**src/rtl/hoff_pkg.sv**
```systemverilog
package hoff_pkg;
  typedef enum logic {
    WIN_IDLE = 1'b0,
    WIN_OPEN = 1'b1
  } win_state_e;
endpackage

```
**src/rtl/hoff_timebase.sv**
```systemverilog
module hoff_timebase #(
  parameter int TSW = 48
) (
  input  logic           clk,
  input  logic           rst_n,
  output logic [TSW-1:0] ts_o
);
  always_ff @(posedge clk) begin
    if (!rst_n) ts_o <= '0;
    else        ts_o <= ts_o + TSW'(1);
  end
endmodule

```
**src/rtl/hoff_window.sv**
```systemverilog
module hoff_window
  import hoff_pkg::*;
#(
  parameter int HW  = 32,
  parameter int CW  = 16,
  parameter int TSW = 48
) (
  input  logic           clk,
  input  logic           rst_n,
  input  logic           en,
  input  logic           evt,
  input  logic [HW-1:0]  holdoff,
  input  logic [TSW-1:0] ts,
  input  logic           out_free,
  output logic           push,
  output logic [TSW-1:0] push_tag,
  output logic [CW-1:0]  push_cnt,
  output logic           active_o
);
  localparam logic [CW-1:0] CNT_MAX = {CW{1'b1}};

  win_state_e      state;
  logic [HW-1:0]   elapsed;
  logic [HW-1:0]   span;
  logic [TSW-1:0]  tag_q;
  logic [CW-1:0]   cnt_q;
  logic            due;
  logic            opening;

  // Zero hold-off collapses to a one-cycle window.
  always_comb span = (holdoff == '0) ? HW'(1) : holdoff;

  always_comb begin
    due     = (state == WIN_OPEN) && (elapsed >= span);
    push    = en && due && out_free;
    opening = en && evt && ((state == WIN_IDLE) || push);
  end

  always_ff @(posedge clk) begin
    if (!rst_n || !en) begin
      state   <= WIN_IDLE;
      elapsed <= '0;
      cnt_q   <= '0;
      tag_q   <= '0;
    end else if (opening) begin
      state   <= WIN_OPEN;
      elapsed <= HW'(1);
      tag_q   <= ts;
      cnt_q   <= CW'(1);
    end else if (push) begin
      state   <= WIN_IDLE;
      elapsed <= '0;
    end else if (state == WIN_OPEN) begin
      if (!due) elapsed <= elapsed + HW'(1);
      if (evt && (cnt_q != CNT_MAX)) cnt_q <= cnt_q + CW'(1);
    end
  end

  assign push_tag = tag_q;
  assign push_cnt = cnt_q;
  assign active_o = (state == WIN_OPEN);
endmodule

```
**src/rtl/hoff_outreg.sv**
```systemverilog
module hoff_outreg #(
  parameter int TSW = 48,
  parameter int CW  = 16
) (
  input  logic           clk,
  input  logic           rst_n,
  input  logic           push,
  input  logic [TSW-1:0] push_tag,
  input  logic [CW-1:0]  push_cnt,
  output logic           out_free,
  output logic           rec_valid,
  input  logic           rec_ready,
  output logic [TSW-1:0] rec_time,
  output logic [CW-1:0]  rec_count
);
  always_comb out_free = !rec_valid || rec_ready;

  always_ff @(posedge clk) begin
    if (!rst_n) begin
      rec_valid <= 1'b0;
      rec_time  <= '0;
      rec_count <= '0;
    end else if (push) begin
      rec_valid <= 1'b1;
      rec_time  <= push_tag;
      rec_count <= push_cnt;
    end else if (rec_ready) begin
      rec_valid <= 1'b0;
    end
  end
endmodule

```
**src/rtl/hoff_tagger.sv**
```systemverilog
module hoff_tagger #(
  parameter int TSW = 48,
  parameter int CW  = 16,
  parameter int HW  = 32
) (
  input  logic           clk,
  input  logic           rst_n,
  input  logic           en,
  input  logic           evt,
  input  logic [HW-1:0]  holdoff,
  output logic           rec_valid,
  input  logic           rec_ready,
  output logic [TSW-1:0] rec_time,
  output logic [CW-1:0]  rec_count
);
  logic [TSW-1:0] ts;
  logic           out_free;
  logic           push;
  logic [TSW-1:0] push_tag;
  logic [CW-1:0]  push_cnt;
  logic           win_active;

  hoff_timebase #(.TSW(TSW)) u_tb (
    .clk  (clk),
    .rst_n(rst_n),
    .ts_o (ts)
  );

  hoff_window #(.HW(HW), .CW(CW), .TSW(TSW)) u_win (
    .clk     (clk),
    .rst_n   (rst_n),
    .en      (en),
    .evt     (evt),
    .holdoff (holdoff),
    .ts      (ts),
    .out_free(out_free),
    .push    (push),
    .push_tag(push_tag),
    .push_cnt(push_cnt),
    .active_o(win_active)
  );

  hoff_outreg #(.TSW(TSW), .CW(CW)) u_out (
    .clk      (clk),
    .rst_n    (rst_n),
    .push     (push),
    .push_tag (push_tag),
    .push_cnt (push_cnt),
    .out_free (out_free),
    .rec_valid(rec_valid),
    .rec_ready(rec_ready),
    .rec_time (rec_time),
    .rec_count(rec_count)
  );
endmodule

```
**config.mk**
```make
export PLATFORM = sky130hd
export DESIGN_NAME = hoff_tagger
export DESIGN_NICKNAME = d
export VERILOG_FILES = /design/src/rtl/hoff_pkg.sv /design/src/rtl/hoff_timebase.sv /design/src/rtl/hoff_window.sv /design/src/rtl/hoff_outreg.sv /design/src/rtl/hoff_tagger.sv
export SDC_FILE = /design/constraint.sdc
export NUM_CORES = 1
export LEC_CHECK = 0
export BUFFER_PORTS_ARGS = -buffer_cell sky130_fd_sc_hd__buf_2
export CORE_ASPECT_RATIO = 1.75
export CORE_MARGIN = 2
export CORE_UTILIZATION = 53
export DETAILED_ROUTE_END_ITERATION = 6
export GPL_TIMING_DRIVEN = 0
export HOLD_SLACK_MARGIN = 0.02
export PLACE_DENSITY = 0.76
export SYNTH_ARGS = -nofsm -noshare
export SYNTH_HDL_FRONTEND = slang
export SYNTH_SLANG_ARGS = --single-unit
```
**constraint.sdc**
```tcl
create_clock -name clk -period 3.04 [get_ports clk]
set_clock_uncertainty 0.15 [all_clocks]
set_input_delay 0.608 -clock clk [delete_from_list [all_inputs] [get_ports clk]]
set_output_delay 0.608 -clock clk [all_outputs]
set_load 0.03 [all_outputs]
```
======== After elaboration in Yosys (flattened, before gate mapping) ========
Index checks and enable logic that the tools add are counted.
word-level totals
  register bits ........................... 210
  output and inout port bits .............. 65
  logic and storage cells ................. 57
  bits of input ports ..................... 37
operators by class
  reduce and logical (&&, ||, !) cells .... 24
  bitwise logic cells ..................... 3
  $lt $le $gt $ge ......................... 1
  muxes and demuxes ....................... 13
  equal/unequal tests ..................... 3
  $add $sub $neg .......................... 3
operators with widths
  operator                                                                 number
  48-bit by 1-bit adder with 48-bit output, second input constant          1
  32-bit by 1-bit adder with 32-bit output, second input constant          1
  32-bit greater-or-equal comparator                                       1
  32-bit zero test                                                         1
  32-bit 2-to-1 mux                                                        1
  16-bit by 1-bit adder with 16-bit output, second input constant          1
  16-bit inequality test, second input constant                            1
  1-bit 2-to-1 mux                                                         12
  2-bit nonzero test                                                       4
  1-bit logical AND                                                        6
  3-bit AND reduction                                                      2
  2-bit AND reduction                                                      2
  1-bit zero test                                                          3
  1-bit logical OR                                                         3
  3-bit inequality test, second input constant                             1
  1-bit inverter                                                           3
  3-bit nonzero test                                                       1
  3-bit OR reduction                                                       1
  2-bit by 1-bit inequality test with 1-bit output, second input constant  1
  2-bit OR reduction                                                       1

======== Depth between registers and ports, before layout ========
  depth in word-level cells ............... 10
  gate-level depth with buffers ........... 13
  mapped depth without buffers ............ 11

======== Modules after synthesis ========
A second synthesis with hierarchy kept.
second synthesis, totals
  cells, all modules ...................... 1,055
  area total of the unflattened synthesis .. 9,804.4 sq um
by module, submodules not included
  module         area an instance (sq um)  instances  seq. area each (sq um)  cells an instance
  hoff_window    5,134.9                   1          1,941.9                 598
  hoff_outreg    2,506.2                   1          1,301.2                 210
  hoff_timebase  2,163.3                   1          960.9                   247

======== Worst setup path before layout ========
No wires, ideal clock.
  path type ............................... in2reg
  start ................................... input holdoff[24]
  end ..................................... register u_win.cnt_q[15] (netlist: u_win.push_cnt[15])
  path slack .............................. -0.123 ns
  buffers on the path ..................... 2
  arrival ................................. 2.942 ns
  cell stages on the path ................. 13
  setup time .............................. 0.071 ns
  data required time ...................... 2.819 ns
  cell sequence ........................... nor4_1 -> nand4_1 -> o21bai_1 -> ha_1 -> nor2b_1 -> o21ai_0 -> a41oi_1 -> o21ai_0 -> a21oi_1 -> buf_2 -> buf_2 -> nand4b_1 -> a21oi_1
on the way
  word-level cells in the longest chain between the ends .. 9
  elaborated cells between the ends (all ways) .. 11
  classes of those cells .................. order compare (1); mux (1); bitwise (1); reduce/logical (8)
RTL lines
  what                                  line               text
  start: declaration                    hoff_tagger.sv:10  input logic [HW-1:0] holdoff,
  32-bit zero test                      hoff_window.sv:31  always_comb span = (holdoff == '0) ? HW'(1) : holdoff;
  32-bit 2-to-1 mux *                   hoff_window.sv:31
  32-bit greater-or-equal comparator *  hoff_window.sv:34  due = (state == WIN_OPEN) && (elapsed >= span);
  1-bit logical AND *                   hoff_window.sv:34
  1-bit logical AND * (2 in a row)      hoff_window.sv:35  push = en && due && out_free;
  1-bit logical OR                      hoff_window.sv:36  opening = en && evt && ((state == WIN_IDLE) || push);
  1-bit logical AND                     hoff_window.sv:36
  2-bit OR reduction (no line)          -
  end signal: assignment                hoff_window.sv:55  if (evt && (cnt_q != CNT_MAX)) cnt_q <= cnt_q + CW'(1);
  end: declaration                      hoff_window.sv:26  logic [CW-1:0] cnt_q;
Every way passes the cells marked *; elsewhere a longest branch is shown, timed or not.
A chain may end at the register's enable or synchronous reset.

======== Worst setup path in the final report ========
  start ................................... input holdoff[19]
  end ..................................... register u_win.elapsed[21]
on the way
  word-level cells in the longest chain between the ends .. 9
  elaborated cells between the ends (all ways) .. 11
  classes of those cells .................. order compare (1); mux (1); bitwise (1); reduce/logical (8)
RTL lines
  what                                  line               text
  32-bit zero test                      hoff_window.sv:31
  32-bit 2-to-1 mux *                   hoff_window.sv:31
  32-bit greater-or-equal comparator *  hoff_window.sv:34
  1-bit logical AND *                   hoff_window.sv:34
  1-bit logical AND (2 in a row)        hoff_window.sv:35
  1-bit logical OR                      hoff_window.sv:36
  1-bit logical AND                     hoff_window.sv:36
  3-bit OR reduction (no line)          -
  end signal: assignment                hoff_window.sv:54  if (!due) elapsed <= elapsed + HW'(1);
  end: declaration                      hoff_window.sv:23  logic [HW-1:0] elapsed;
Marks and branches as above.

==> results.yml <==
place:
  routabilityCongestion: 0.8691
  placed_area_um2: 10380
  place_hpwl_um: 17260
  portBuffers: 101
global_route:
  grt_max_degree: 18
  antenna_found_initial: 0
  grt-ovfl-total: 0
  grt_util_all_layers_pct: 24.38
  grt_pass1_vias: 8310
  grt_pass1_wl_um: 38680
routing:
  drt-initial-drc-count: 339
  wl_um: 25290
  drtAntennaViolNets: 0
  drc: 0
  routedWlPerCell_um: 16.43
  routed_via_density: 5.612
  via_count: 8637
  drtPass1Iterations: 6
worst_hold_path:
  hold_path.class: "input pin to register"
  hp-start: "evt"
clock_network:
  clk_latency_ns: 0.49
  cts_buffer_depth: 3
  cts_tree: "done"
  hold_buffers: 0
  clk_pin_slew_ns: 0.07
  cts.sinks: 210
  numCtsBuffers: 19
  ctsRootBufferMaster: "clkbuf_16"
  h-tree-depth: 1
die:
  io_pins: 102
  start_util_pct: 53.63
  die_w_um: 105.5
  dieArea_um2: 19150
  core_um2: 17810
  rows: 65
  fp.dieH_um: 181.6
synth:
  syn_area_per_cell_um2: 8.328
  synth_seq_cells: 210
  synth_area_leader_cell: "dfxtp_1"
  ys_types: 54
  netlist_instances: 1147
  synth_top_area_share_pct: 44.01
  ys_seq_area_share_pct: 44.01
  synth-edff-count: 0
  synthTopCellsByArea: "dfxtp_1 (44%), nand2_1 (11%), xnor2_1 (5.2%)"
  yosysMostFrequentCell: "nand2_1"
  syn_area_um2: 9552
  synth-main-ff-cell: "dfxtp_1"
  synth-async-reset-ratio_pct: 0
  synthTopCellsByCount: "nand2_1 (268), dfxtp_1 (210), a21oi_1 (78), a21boi_1 (64), xnor2_1 (57)"
  ys_warn_count: 0
  syn_nets: 1219
critical_path:
  startpoint: "holdoff[19]"
  required_ns: 3.26
  cpMostUsedCell: "buf_4"
  reg2reg_depth: 9
  arrival_ns: 3.41
  crit_path_end_kind: "register"
  reg2reg_to: "u_win.elapsed[21]"
  path_buf_inv: 4
  cp_slowest_cell: "nor3_1"
  max_stage_delay_ns: 0.28
  path_depth: 15
  crit_fanout: 10
  crit_family: "simple AND/OR/NAND/NOR gates"
  crit_type: "input pin to register"
  endpoint: "u_win.elapsed[21]"
  crit_chain: "buf_2, nor4_4, nand4_1, o21bai_1, ha_1, nor2b_1, o21ai_1, a41oi_2, buf_6, o221ai_1, buf_4, buf_4, nor3_1, xnor2_1, nor2_1"
  rr_startpoint: "u_win.elapsed[25]"
  rrSetupSlack_ns: -0.06
  startpoint_type: "input pin"
job:
  maxCapViolations: 0
sta:
  fin_crit_ns: 3.189
  slew_violations: 0
  fmax_mhz: 313.5
  worstMarginPinSlew_ns: 0.6817
  hold_viol_final: 0
  slew_headroom_pct: 54.39
  fin_crit_sh_pct: 104.9
  setup_viol: 79
  setup_ws_ns: -0.1493
  rsz0062_at_grt: "true"
  holdWs_ns: 0.2806
power:
  p_leak_uw: 0.004478
  max-vdd-ir-drop_uv: 391.1
  power_uw: 5572
  p_per_area_nw_per_um2: 453.4
layout:
  stdcell_area_um2: 12290
  antenna_cells: 0
  fin_nets: 1365
  fillers: 1382
  seq_area_um2: 4209
  drive_gt1_share_pct: 24.52
  multi_input_area_um2: 5585
  syn2layout_area_growth_pct: 28.66
  fin_util_pct: 69.00
status:
  violations: "setup timing"
  status: "finished, violations left"
## where the power goes
group | internal, uW | switching, uW | leakage, uW
Clock | 1510 | 1040 | 0.000328
Combinational | 105 | 154 | 0.00246
Sequential | 2750 | 6.42 | 0.00169
Total | 4370 | 1200 | 0.00448
## repair_timing
action | CTS | global route
pin swaps | 23 | 93
endpoints found under the setup margin | 160 | 156
gates resized for setup | 51 | 173
buffers inserted | 11 | 11
cloned | 0 | 6
## through the flow
step / worst slack, ns / TNS (ns) / instances
after floorplan: 0.004526 / 0 / 1147
after detailed placement: -1.327 / -156.29 / 1482
final: -0.1493 / -3.935 / 1539
after CTS: -0.03668 / -0.05231 / 1523
after global routing: -0.2721 / -16.79 / 1539
after global placement: -1.259 / -142.81 / 1482
## worst min-delay path, delay by kind of cell
family | cells | cell delay [ns]
and+or+nand+nor | 2 | 0.13
buffers and inverters | 1 | 0.14
## metal layers
metal / up-vias / wire length (um) / track usage [%]
li1: 4189 / - / -
met1: 4125 / 9129 / 24.65
met2: 237 / 14060 / 49.34
met3: 86 / 955 / 2.513
met4: 0 / 1135 / 9.600
met5: - / 0 / 0
## area by class of cell
class                   instances  share of cell area (%)
multi-input cells             838                   45.45
flip-flops and latches        210                   34.25
clock inverters                 8                   1.028
repair buffers                128                   7.422
clock buffers                  25                   4.378
well taps                     234                   2.382
plain buffers                  53                   3.777
inverters                      43                   1.313
## worst min path at each step
stage | end | slack, ns | cells past startpoint
floorplan | u_out.rec_time[31] | 0.28 | 2
global placement | u_out.rec_count[1] | 0.29 | 2
detailed placement | u_out.rec_count[9] | 0.29 | 2
CTS | u_win.active_o | 0.28 | 3
global route | u_win.active_o | 0.29 | 3
finish | u_win.active_o | 0.28 | 3
## layout by cell type (no fill, tap or decap), drive strengths merged, types with 16 or more instances in the layout
master  count
nor3       24
and3       16
a21boi     73
buf       155
and2       39
ha         35
nand2     268
nand3      38
dfxtp     210
nor2       49
xnor2      57
a21oi      79
clkbuf     51
o21ai      26
inv        43
nand4      28
## sequential cells by signal (all words and copies together) (netlist names)
name	count
u_win.active_o	1
u_out.rec_count	16
u_out.rec_time	48
u_win.push_cnt	16
u_win.elapsed	32
u_out.rec_valid	1
u_tb.ts_o	48
u_win.push_tag	48
## cell families after synthesis
kind of cell	after synthesis	share of synthesized area [%]
and+or+nand+nor	528	26.16
DFF	210	44.01
AOI/OAI and AO/OA	205	13.85
buffers and inverters	99	4.978
xor gates and xnor gates	70	6.419
adders and majority gates	35	4.585
Note: power is estimated with default switching activity, not from simulation.
